<file path="config.mk">
export PLATFORM = sky130hd
export DESIGN_NAME = coin_change_dispenser
export DESIGN_NICKNAME = d
export VERILOG_FILES = /design/src/rtl/coin_pkg.sv /design/src/rtl/coin_item_sel.sv /design/src/rtl/coin_down_ctr.sv /design/src/rtl/coin_prio_pick.sv /design/src/rtl/coin_change_dispenser.sv
export SDC_FILE = /design/constraint.sdc
export NUM_CORES = 1
export LEC_CHECK = 0
export BUFFER_PORTS_ARGS = -buffer_cell sky130_fd_sc_hd__buf_2
export CAP_MARGIN = 20
export CORE_MARGIN = 5
export CORE_UTILIZATION = 40
export CTS_CLUSTER_SIZE = 24
export DETAILED_ROUTE_END_ITERATION = 8
export GPL_TIMING_DRIVEN = 1
export SKIP_LAST_GASP = 1
export SLEW_MARGIN = 5
export SYNTH_ARGS = -nofsm -noshare
export SYNTH_HDL_FRONTEND = slang
export SYNTH_HIERARCHICAL = 1
export SYNTH_SLANG_ARGS = --single-unit
</file>
<file path="constraint.sdc">
create_clock -name clk_i -period 2.3 [get_ports clk_i]
set_clock_uncertainty 0.05 [all_clocks]
set_input_delay 0.345 -clock clk_i [delete_from_list [all_inputs] [get_ports clk_i]]
set_output_delay 0.345 -clock clk_i [all_outputs]
set_load 0.005 [all_outputs]
</file>
<file path="src/rtl/coin_pkg.sv">
package coin_pkg;
  localparam int NUM_DENOM = 3;
  localparam int DENOM_HI  = 2;
  localparam int DENOM_MID = 1;
  localparam int DENOM_LO  = 0;
endpackage

</file>
<file path="src/rtl/coin_item_sel.sv">
module coin_item_sel #(
  parameter int CNT_W = 4,
  parameter int N     = coin_pkg::NUM_DENOM,
  parameter logic [N*CNT_W-1:0] ITEM0_CNT = '0,
  parameter logic [N*CNT_W-1:0] ITEM1_CNT = '0
) (
  input  logic                     item_i,
  output logic [N-1:0][CNT_W-1:0]  cnt_o
);
  for (genvar d = 0; d < N; d++) begin : g_sel
    assign cnt_o[d] = item_i ? ITEM1_CNT[d*CNT_W +: CNT_W] : ITEM0_CNT[d*CNT_W +: CNT_W];
  end
endmodule

</file>
<file path="src/rtl/coin_down_ctr.sv">
module coin_down_ctr #(
  parameter int CNT_W = 4
) (
  input  logic             clk_i,
  input  logic             rst_ni,
  input  logic             load_i,
  input  logic [CNT_W-1:0] load_val_i,
  input  logic             dec_i,
  output logic             nz_o
);
  logic [CNT_W-1:0] cnt_q;

  always_ff @(posedge clk_i or negedge rst_ni) begin
    if (!rst_ni)                    cnt_q <= '0;
    else if (load_i)                cnt_q <= load_val_i;
    else if (dec_i && cnt_q != '0)  cnt_q <= cnt_q - 1'b1;
  end

  assign nz_o = (cnt_q != '0);

  // an empty counter stays empty until reloaded
  assert_no_underflow_R3: assert property (@(posedge clk_i) disable iff (!rst_ni)
    (!load_i && cnt_q == '0) |=> cnt_q == '0);

  // each grant removes exactly one coin
  assert_one_per_grant_R3: assert property (@(posedge clk_i) disable iff (!rst_ni)
    (!load_i && dec_i) |=> cnt_q == $past(cnt_q) - 1'b1);
endmodule

</file>
<file path="src/rtl/coin_prio_pick.sv">
module coin_prio_pick #(
  parameter int N = coin_pkg::NUM_DENOM
) (
  input  logic         en_i,
  input  logic [N-1:0] nz_i,
  output logic [N-1:0] gnt_o
);
  // highest non-empty denomination wins
  always_comb begin
    gnt_o = '0;
    for (int d = N - 1; d >= 0; d--) begin
      if (en_i && nz_i[d] && gnt_o == '0) gnt_o[d] = 1'b1;
    end
  end
endmodule

</file>
<file path="src/rtl/coin_change_dispenser.sv">
module coin_change_dispenser #(
  parameter int CNT_W = 4,
  parameter logic [coin_pkg::NUM_DENOM*CNT_W-1:0] ITEM0_CNT = 12'h21F,
  parameter logic [coin_pkg::NUM_DENOM*CNT_W-1:0] ITEM1_CNT = 12'h000
) (
  input  logic       clk_i,
  input  logic       rst_ni,
  input  logic       buy_i,
  input  logic       item_i,
  output logic [2:0] coin_o,
  output logic       busy_o,
  output logic       done_o
);
  import coin_pkg::*;
  localparam int N = NUM_DENOM;

  logic                    busy_q;
  logic                    accept;
  logic [N-1:0]            nz;
  logic [N-1:0]            gnt;
  logic [N-1:0][CNT_W-1:0] load_cnt;

  assign accept = buy_i && !busy_q;
  assign done_o = busy_q && (nz == '0);
  assign busy_o = busy_q;
  assign coin_o = gnt;

  coin_item_sel #(
    .CNT_W(CNT_W), .N(N), .ITEM0_CNT(ITEM0_CNT), .ITEM1_CNT(ITEM1_CNT)
  ) u_sel (
    .item_i (item_i),
    .cnt_o  (load_cnt)
  );

  for (genvar d = 0; d < N; d++) begin : g_ctr
    coin_down_ctr #(.CNT_W(CNT_W)) u_ctr (
      .clk_i      (clk_i),
      .rst_ni     (rst_ni),
      .load_i     (accept),
      .load_val_i (load_cnt[d]),
      .dec_i      (gnt[d]),
      .nz_o       (nz[d])
    );
  end

  coin_prio_pick #(.N(N)) u_pick (
    .en_i  (busy_q),
    .nz_i  (nz),
    .gnt_o (gnt)
  );

  always_ff @(posedge clk_i or negedge rst_ni) begin
    if (!rst_ni)     busy_q <= 1'b0;
    else if (accept) busy_q <= 1'b1;
    else if (done_o) busy_q <= 1'b0;
  end

  assert_coin_onehot_R1: assert property (@(posedge clk_i) disable iff (!rst_ni)
    $onehot0(coin_o));

  assert_no_hi_after_mid_R4: assert property (@(posedge clk_i) disable iff (!rst_ni)
    coin_o[DENOM_MID] |=> !coin_o[DENOM_HI]);

  assert_no_upper_after_lo_R4: assert property (@(posedge clk_i) disable iff (!rst_ni)
    coin_o[DENOM_LO] |=> !coin_o[DENOM_HI] && !coin_o[DENOM_MID]);

  assert_busy_holds_R6: assert property (@(posedge clk_i) disable iff (!rst_ni)
    (busy_o && !done_o) |=> busy_o);

  assert_done_ends_busy_R7: assert property (@(posedge clk_i) disable iff (!rst_ni)
    done_o |=> !busy_o);

  assert_done_single_R8: assert property (@(posedge clk_i) disable iff (!rst_ni)
    done_o |=> !done_o);

  assert_idle_quiet_R7: assert property (@(posedge clk_i) disable iff (!rst_ni)
    !busy_o |-> (coin_o == '0 && !done_o));
endmodule

</file>
==> flow_summary.json, run 1 <==
{
  "wire_per_inst_um": 12.39,
  "via_count": 750,
  "netlist.area_leader.share": 0.3430,
  "switchingPower_uw": 520.0,
  "gp_congestion": 0.7741,
  "synthToLayoutAreaGrowth_pct": 22.82,
  "numCtsBuffers": 3,
  "cpPeakStageDelay_ps": 390,
  "crit_chain": "inv_1 > ha_2 > or3b_4 > buf_6 > nor4b_4 > buf_2",
  "cts_tree": "done",
  "p_sw_frac": 0.3568,
  "total_power_mw": 1.457,
  "power.leakage_nw": 0.5186,
  "die_area_um2": 3445,
  "intPower_uw": 937.2,
  "critPathTopFamily": "simple AND/OR/NAND/NOR gates",
  "ys_ff_latch": 13,
  "die_w_um": 58.70,
  "finalSetupViolCount": 0,
  "core_area_um2": 2233,
  "netlist_area_um2": 948.4,
  "fillers": 213,
  "first_global_vias": 742,
  "slew_viol_final": 0,
  "finalNonFillerCells": 147,
  "synthTopCellsByArea": "dfrtp_1 34%, buf_4 8.7%, nor3b_1 4.7%, ha_1 4.0%, a221o_2 3.6%",
  "powerDensity_nw_per_um2": 1251,
  "hold_viol": 0,
  "final_nets": 127,
  "syn_inst": 99,
  "setup_slack_ps": 79.64,
  "crit_path_end_kind": "output pin",
  "start_util": 0.4247,
  "dp.cells": 131,
  "cts.sinks": 13,
  "htreeDepth": 1,
  "ir_drop_mv": 0.6434,
  "grtUsageTotal": 0.1164,
  "cp_max_fo": 6,
  "die-height_um": 58.70,
  "period_needed_ps": 2220,
  "crit_slowest_cell": "dfrtp_1",
  "required_ps": 1900,
  "grt_max_degree": 31,
  "vias_per_cell": 5.102,
  "p_comb_frac": 0.618,
  "drive_above_1_share": 0.4538,
  "place_area_um2": 993.5,
  "tns_ps": 0,
  "layout_common_cells": "16 x buf_4, 13 x dfrtp_1, 7 x buf_2",
  "postLayoutCellArea_um2": 1165,
  "synth_cell_types": 27,
  "fmax_mhz": 450.4,
  "cp_data_arrival_time_ps": 1830,
  "num_io_pins": 9,
  "drt_wl_total_um": 1821,
  "worstSetupStartpointType": "flop",
  "power_frac_seq": 0.288,
  "power.share.clock": 0.094,
  "place_hpwl_um": 1228,
  "clk_latency_ps": 270,
  "cts_root_buf": "clkbuf_4",
  "first_pass_iters": 4,
  "max_cap_viol_count": 0,
  "run_status": "completed",
  "layout_commonest_cell": "buf_4",
  "yosysSeqAreaShare": 0.3430,
  "grt_pass1_wl_um": 3153,
  "grt_remaining_overflow": 0,
  "avgSynthCellArea_um2": 9.580,
  "yosysWarnings": 6,
  "num_rows": 17,
  "drt_iter0_drc": 12,
  "place_ws_ps": 64.41,
  "antenna_cells": 0,
  "crit_type": "flop to output pin",
  "period_share": 0.9654,
  "port_buffers": 8,
  "path_buf_inv": 3,
  "yosys.area.top_type": "dfrtp_1",
  "clk_pin_slew_ps": 80,
  "hp-class": "primary input to flop",
  "antenna_found_initial": 0,
  "cts_max_path_buffers": 2,
  "drc": 0,
  "final_antenna_net_count": 0
}
## cells by family after synthesis
kind of cell	share of synthesized area
AO/OA/AOI/OAI	0.1662
adder cells (fa/ha/maj)	0.03958
buffers and inverters	0.1425
flip-flops	0.3430
other	0.003954
AND/OR/NAND/NOR	0.3048
## path summary, 6_finish.rpt
kind	slack, ps	from	end	cells after the start
max	80	g_ctr[2].u_ctr/cnt_q[1]$_DFFE_PN0P_	done_o	6
min	260	buy_i	busy_o$_DFFE_PN0P_	3
max reg2reg	100	g_ctr[2].u_ctr/cnt_q[1]$_DFFE_PN0P_	g_ctr[0].u_ctr/cnt_q[3]$_DFFE_PN0P_	7
min reg2reg	560	busy_o$_DFFE_PN0P_	busy_o$_DFFE_PN0P_	2
max in group asynchronous	1530	rst_ni	g_ctr[0].u_ctr/cnt_q[0]$_DFFE_PN0P_	2
min in group asynchronous	440	rst_ni	g_ctr[1].u_ctr/cnt_q[0]$_DFFE_PN0P_	2
## flip-flops by register name (all words and copies together) (netlist names)
register,flops
g_ctr.u_ctr/cnt_q,12
busy_o,1
## metal layers
layer,vias up,GRT usage,routed length (um)
li1,387,-,-
met1,353,0.1490,894
met2,8,0.1930,872
met3,2,0.02193,38
met4,0,0.04531,16
met5,-,0,0
## synthesized netlist by cell type (all sizes together)
cell,instances
or3b,3
and4b,3
nor4b,4
o21ai,3
nor3,3
ha,3
nand2,6
o31a,3
a221o,6
nor2,2
buf,17
conb,1
nand2b,3
a21oi,6
nor2b,1
inv,7
dfrtp,13
and2,1
nor3b,6
and3,3
and3b,1
a211oi,3
and4bb,1
## repair_timing
| action | CTS | global route |
|---|---|---|
| pin swaps | 2 | 2 |
| buffers inserted | 4 | 7 |
| hold buffers | 1 | 0 |
| resized for setup | 6 | 11 |
| setup endpoints to repair | 2 | 5 |
| endpoints found under the hold margin | 13 | 0 |
## final cells by class
cell class                 count  area (um^2)  area share
timing repair buffer          28        210.2      0.1805
tap                           28        35.03     0.03008
sequential                    13        325.3      0.2793
multi-input combinational     67        541.8      0.4651
clock buffer                   4        26.28     0.02256
inverter                       7        26.28     0.02256
## through the flow
| step | utilization | hold slack (ps) |
|---|---|---|
| detailed placement | 0.4448 | 203.6 |
| floorplan | - | -0.5911 |
| finish | 0.5216 | 257.4 |
| CTS | 0.4790 | 260.0 |
| global placement | 0.4448 | 205.6 |
| global route | 0.5216 | 273.7 |
## worst reg2reg max path, cell delays in order (launching register included)
cell      delay (ps)
dfrtp_1          390
inv_1             80
ha_2             170
or3b_4           390
and4bb_2         320
nor4b_1          320
nor3b_1           90
a221o_1          270
## power groups by stage
| stage | clock, mW | combinational (mW) | sequential (mW) |
|---|---|---|---|
| final | 0.137 | 0.900 | 0.420 |
| after detailed placement | 0 | 0.680 | 0.413 |
| after floorplan | 0 | 0.527 | 0.390 |
| after global placement | 0 | 0.661 | 0.412 |
| after CTS | 0.142 | 0.754 | 0.412 |
| after global routing | 0.159 | 0.995 | 0.431 |
(Power assumes the default switching activity.)
==> run 2: changes to the inputs <==
--- a/config.mk
+++ b/config.mk
@@ -16,5 +16,4 @@
 export SLEW_MARGIN = 5
 export SYNTH_ARGS = -nofsm -noshare
 export SYNTH_HDL_FRONTEND = slang
-export SYNTH_HIERARCHICAL = 1
 export SYNTH_SLANG_ARGS = --single-unit
==> run 2 against run 1 <==
Effect of this change:
- wire length shrank 10%
- total power shrank 32%
- sequential cell count is the same
- setup slack gained 61 ps
- global-route usage shrank 0.33 points
- sequential power grew 5%
- critical path depth is the same
- sequential share of layout area grew 7.9 points
- via count shrank 11%
- register-to-register slack gained 300 ps
- non-clock buffer count shrank 18
- critical path type unchanged
==> flow_summary.json, run 2 <==
{
  "required_ps": 1900,
  "cts_max_path_buffers": 2,
  "drive_above_1_share": 0.1789,
  "p_sw_frac": 0.3940,
  "netlist.area_leader.share": 0.3933,
  "finalNonFillerCells": 122,
  "syn_inst": 88,
  "drc": 0,
  "avgSynthCellArea_um2": 9.398,
  "fmax_mhz": 463.1,
  "hold_viol": 0,
  "crit_path_end_kind": "output pin",
  "switchingPower_uw": 392.3,
  "postLayoutCellArea_um2": 908.4,
  "wire_per_inst_um": 13.36,
  "netlist_top_cells_count": "13 x dfrtp_1, 10 x inv_1, 5 x a31oi_1, 5 x ha_1",
  "netlist_area_um2": 827.0,
  "grt_max_degree": 14,
  "synth_fp_nets": 97,
  "final_antenna_net_count": 0,
  "clk_pin_slew_ps": 80,
  "num_rows": 16,
  "power_frac_seq": 0.441,
  "ir_drop_mv": 0.6547,
  "cts.sinks": 13,
  "dr_wl_met3_um": 89,
  "async_reset_ff_frac": 1.000,
  "cts_root_buf": "clkbuf_4",
  "start_util": 0.4216,
  "crit_slowest_cell": "or3b_2",
  "grtUsageTotal": 0.1131,
  "antenna_found_initial": 0,
  "synth_cell_types": 33,
  "cts_tree": "done",
  "power.leakage_nw": 0.4050,
  "cp_max_fo": 4,
  "place_area_um2": 862.1,
  "htreeDepth": 1,
  "layout_common_cells": "13 x dfrtp_1, 10 x inv_1, 8 x buf_2",
  "core_area_um2": 1962,
  "layout_commonest_cell": "dfrtp_1",
  "crit_chain": "inv_1 > ha_1 > or3b_2 > nand2_1 > inv_1 > buf_2",
  "drt_wl_total_um": 1630,
  "ys_ff_latch": 13,
  "crit_top_cell": "inv_1",
  "cp_data_arrival_time_ps": 1760,
  "yosysWarnings": 0,
  "yosysMostFrequentCell": "dfrtp_1",
  "numCtsBuffers": 3,
  "slew_viol_final": 0,
  "powerDensity_nw_per_um2": 1096,
  "vias_per_cell": 5.484,
  "yosysSeqAreaShare": 0.3933,
  "place_hpwl_um": 1210,
  "run_status": "completed",
  "power.share.clock": 0.139,
  "synthTopCellsByArea": "dfrtp_1 39%, ha_1 7.6%, inv_1 4.5%, a31oi_1 3.8%, mux2i_1 3.6%",
  "period_needed_ps": 2159,
  "final_nets": 105,
  "top_register": "g_ctr.u_ctr.cnt_q",
  "worstSetupStartpointType": "flop",
  "die-height_um": 55.47,
  "m1WireLength_um": 796,
  "largest_reg_flops": 12,
  "port_buffers": 8,
  "ys.flop_type": "dfrtp_1",
  "via_count": 669,
  "max_cap_viol_count": 0,
  "top_layer": "met4",
  "crit_type": "flop to output pin",
  "dp.cells": 117,
  "slew_headroom": 0.7526,
  "rsz0062_at_grt": "false",
  "tns_ps": 0,
  "first_global_vias": 580,
  "worst_slew_pin_slew_ps": 371.2,
  "drt_iter0_drc": 13,
  "total_power_uw": 995.7,
  "route.met2.wl_um": 733,
  "synth_edf_count": 0,
  "intPower_uw": 603.4,
  "num_io_pins": 9,
  "die_area_um2": 3077,
  "finalSetupViolCount": 0,
  "hp-class": "primary input to flop",
  "p_comb_frac": 0.420,
  "antenna_cells": 0,
  "synthToLayoutAreaGrowth_pct": 9.834,
  "post_cts_buffers": 0,
  "period_share": 0.9389,
  "cpPeakStageDelay_ps": 480,
  "fin_util": 0.4630,
  "grt_pass1_wl_um": 2753,
  "grt_remaining_overflow": 0,
  "yosys.area.top_type": "dfrtp_1",
  "clk_latency_ps": 270,
  "die_w_um": 55.47,
  "first_pass_iters": 4,
  "fillers": 206,
  "gp_congestion": 0.8295
}
run 2: cell count changes after synthesis, moves of 4 or more:
cell	delta
a21oi_1	-5
a31oi_1	+5
buf_4	-8
o31ai_1	+4
run 2: metrics by stage:
| step | hold slack (ps) | worst slack, ps |
|---|---|---|
| 2_1_floorplan | -0.5911 | 458.9 |
| 3_3_place_gp | 203.6 | 437.0 |
| 3_5_place_dp | 202.9 | 423.9 |
| 4_1_cts | 260.5 | 145.0 |
| 5_1_grt | 252.5 | 0.3184 |
| 6_report | 255.7 | 140.6 |
run 2: power groups by stage:
stage | registers [mW] | logic [mW] | clock network (mW)
finish | 0.439 | 0.418 | 0.138
global placement | 0.436 | 0.394 | 0
global route | 0.459 | 0.475 | 0.155
floorplan | 0.412 | 0.348 | 0
detailed placement | 0.437 | 0.409 | 0
CTS | 0.435 | 0.413 | 0.145
run 2: logic make-up after synthesis:
logic type	Yosys count	synth area share
AO/OA/AOI/OAI	18	0.1483
XOR/XNOR	1	0.01059
adder cells (fa/ha/maj)	5	0.07564
buffers and inverters	17	0.1014
flip-flops	13	0.3933
multiplexers	3	0.03631
AND/OR/NAND/NOR	31	0.2345
run 2: worst paths after layout:
| kind | from | depth (start not counted) | to | slack [ps] |
|---|---|---|---|---|
| setup / recovery | g_ctr[2].u_ctr.cnt_q[0]$_DFFE_PN0P_ | 6 | coin_o[2] | 140 |
| hold / removal | item_i | 2 | g_ctr[2].u_ctr.cnt_q[1]$_DFFE_PN0P_ | 260 |
| setup reg to reg | g_ctr[1].u_ctr.cnt_q[0]$_DFFE_PN0P_ | 5 | g_ctr[0].u_ctr.cnt_q[0]$_DFFE_PN0P_ | 400 |
| hold reg to reg | g_ctr[1].u_ctr.cnt_q[3]$_DFFE_PN0P_ | 1 | g_ctr[1].u_ctr.cnt_q[3]$_DFFE_PN0P_ | 470 |
| max in group asynchronous | rst_ni | 2 | g_ctr[0].u_ctr.cnt_q[0]$_DFFE_PN0P_ | 1550 |
| min in group asynchronous | rst_ni | 2 | g_ctr[0].u_ctr.cnt_q[1]$_DFFE_PN0P_ | 430 |
run 2: cell type report:
type	count	area (um^2)	area share
tap	27	33.78	0.03719
multi-input combinational	58	427.9	0.4711
clock buffer	4	26.28	0.02893
sequential	13	325.3	0.3581
inverter	10	37.54	0.04132
timing repair buffer	10	57.56	0.06336
run 2: worst max-delay path: cells and delay by family, from the launching register on:
| kind | cells | cell delay, ps |
|---|---|---|
| AND/OR/NAND/NOR | 2 | 620 |
| buffers and inverters | 3 | 260 |
| flip-flops | 1 | 410 |
| adder cells (fa/ha/maj) | 1 | 210 |
run 2: what timing repair did:
item | CTS | global route
gates resized for setup | 0 | 2
setup endpoints to repair | 0 | 2
endpoints found under the hold margin | 13 | 0
hold buffers | 1 | 0
run 2: routing by layer:
layer  vias to the layer above  GRT usage
li1                        331          -
met1                       323     0.1523
met2                        13     0.1639
met3                         2    0.05594
met4                         0    0.02083
met5                         -          0
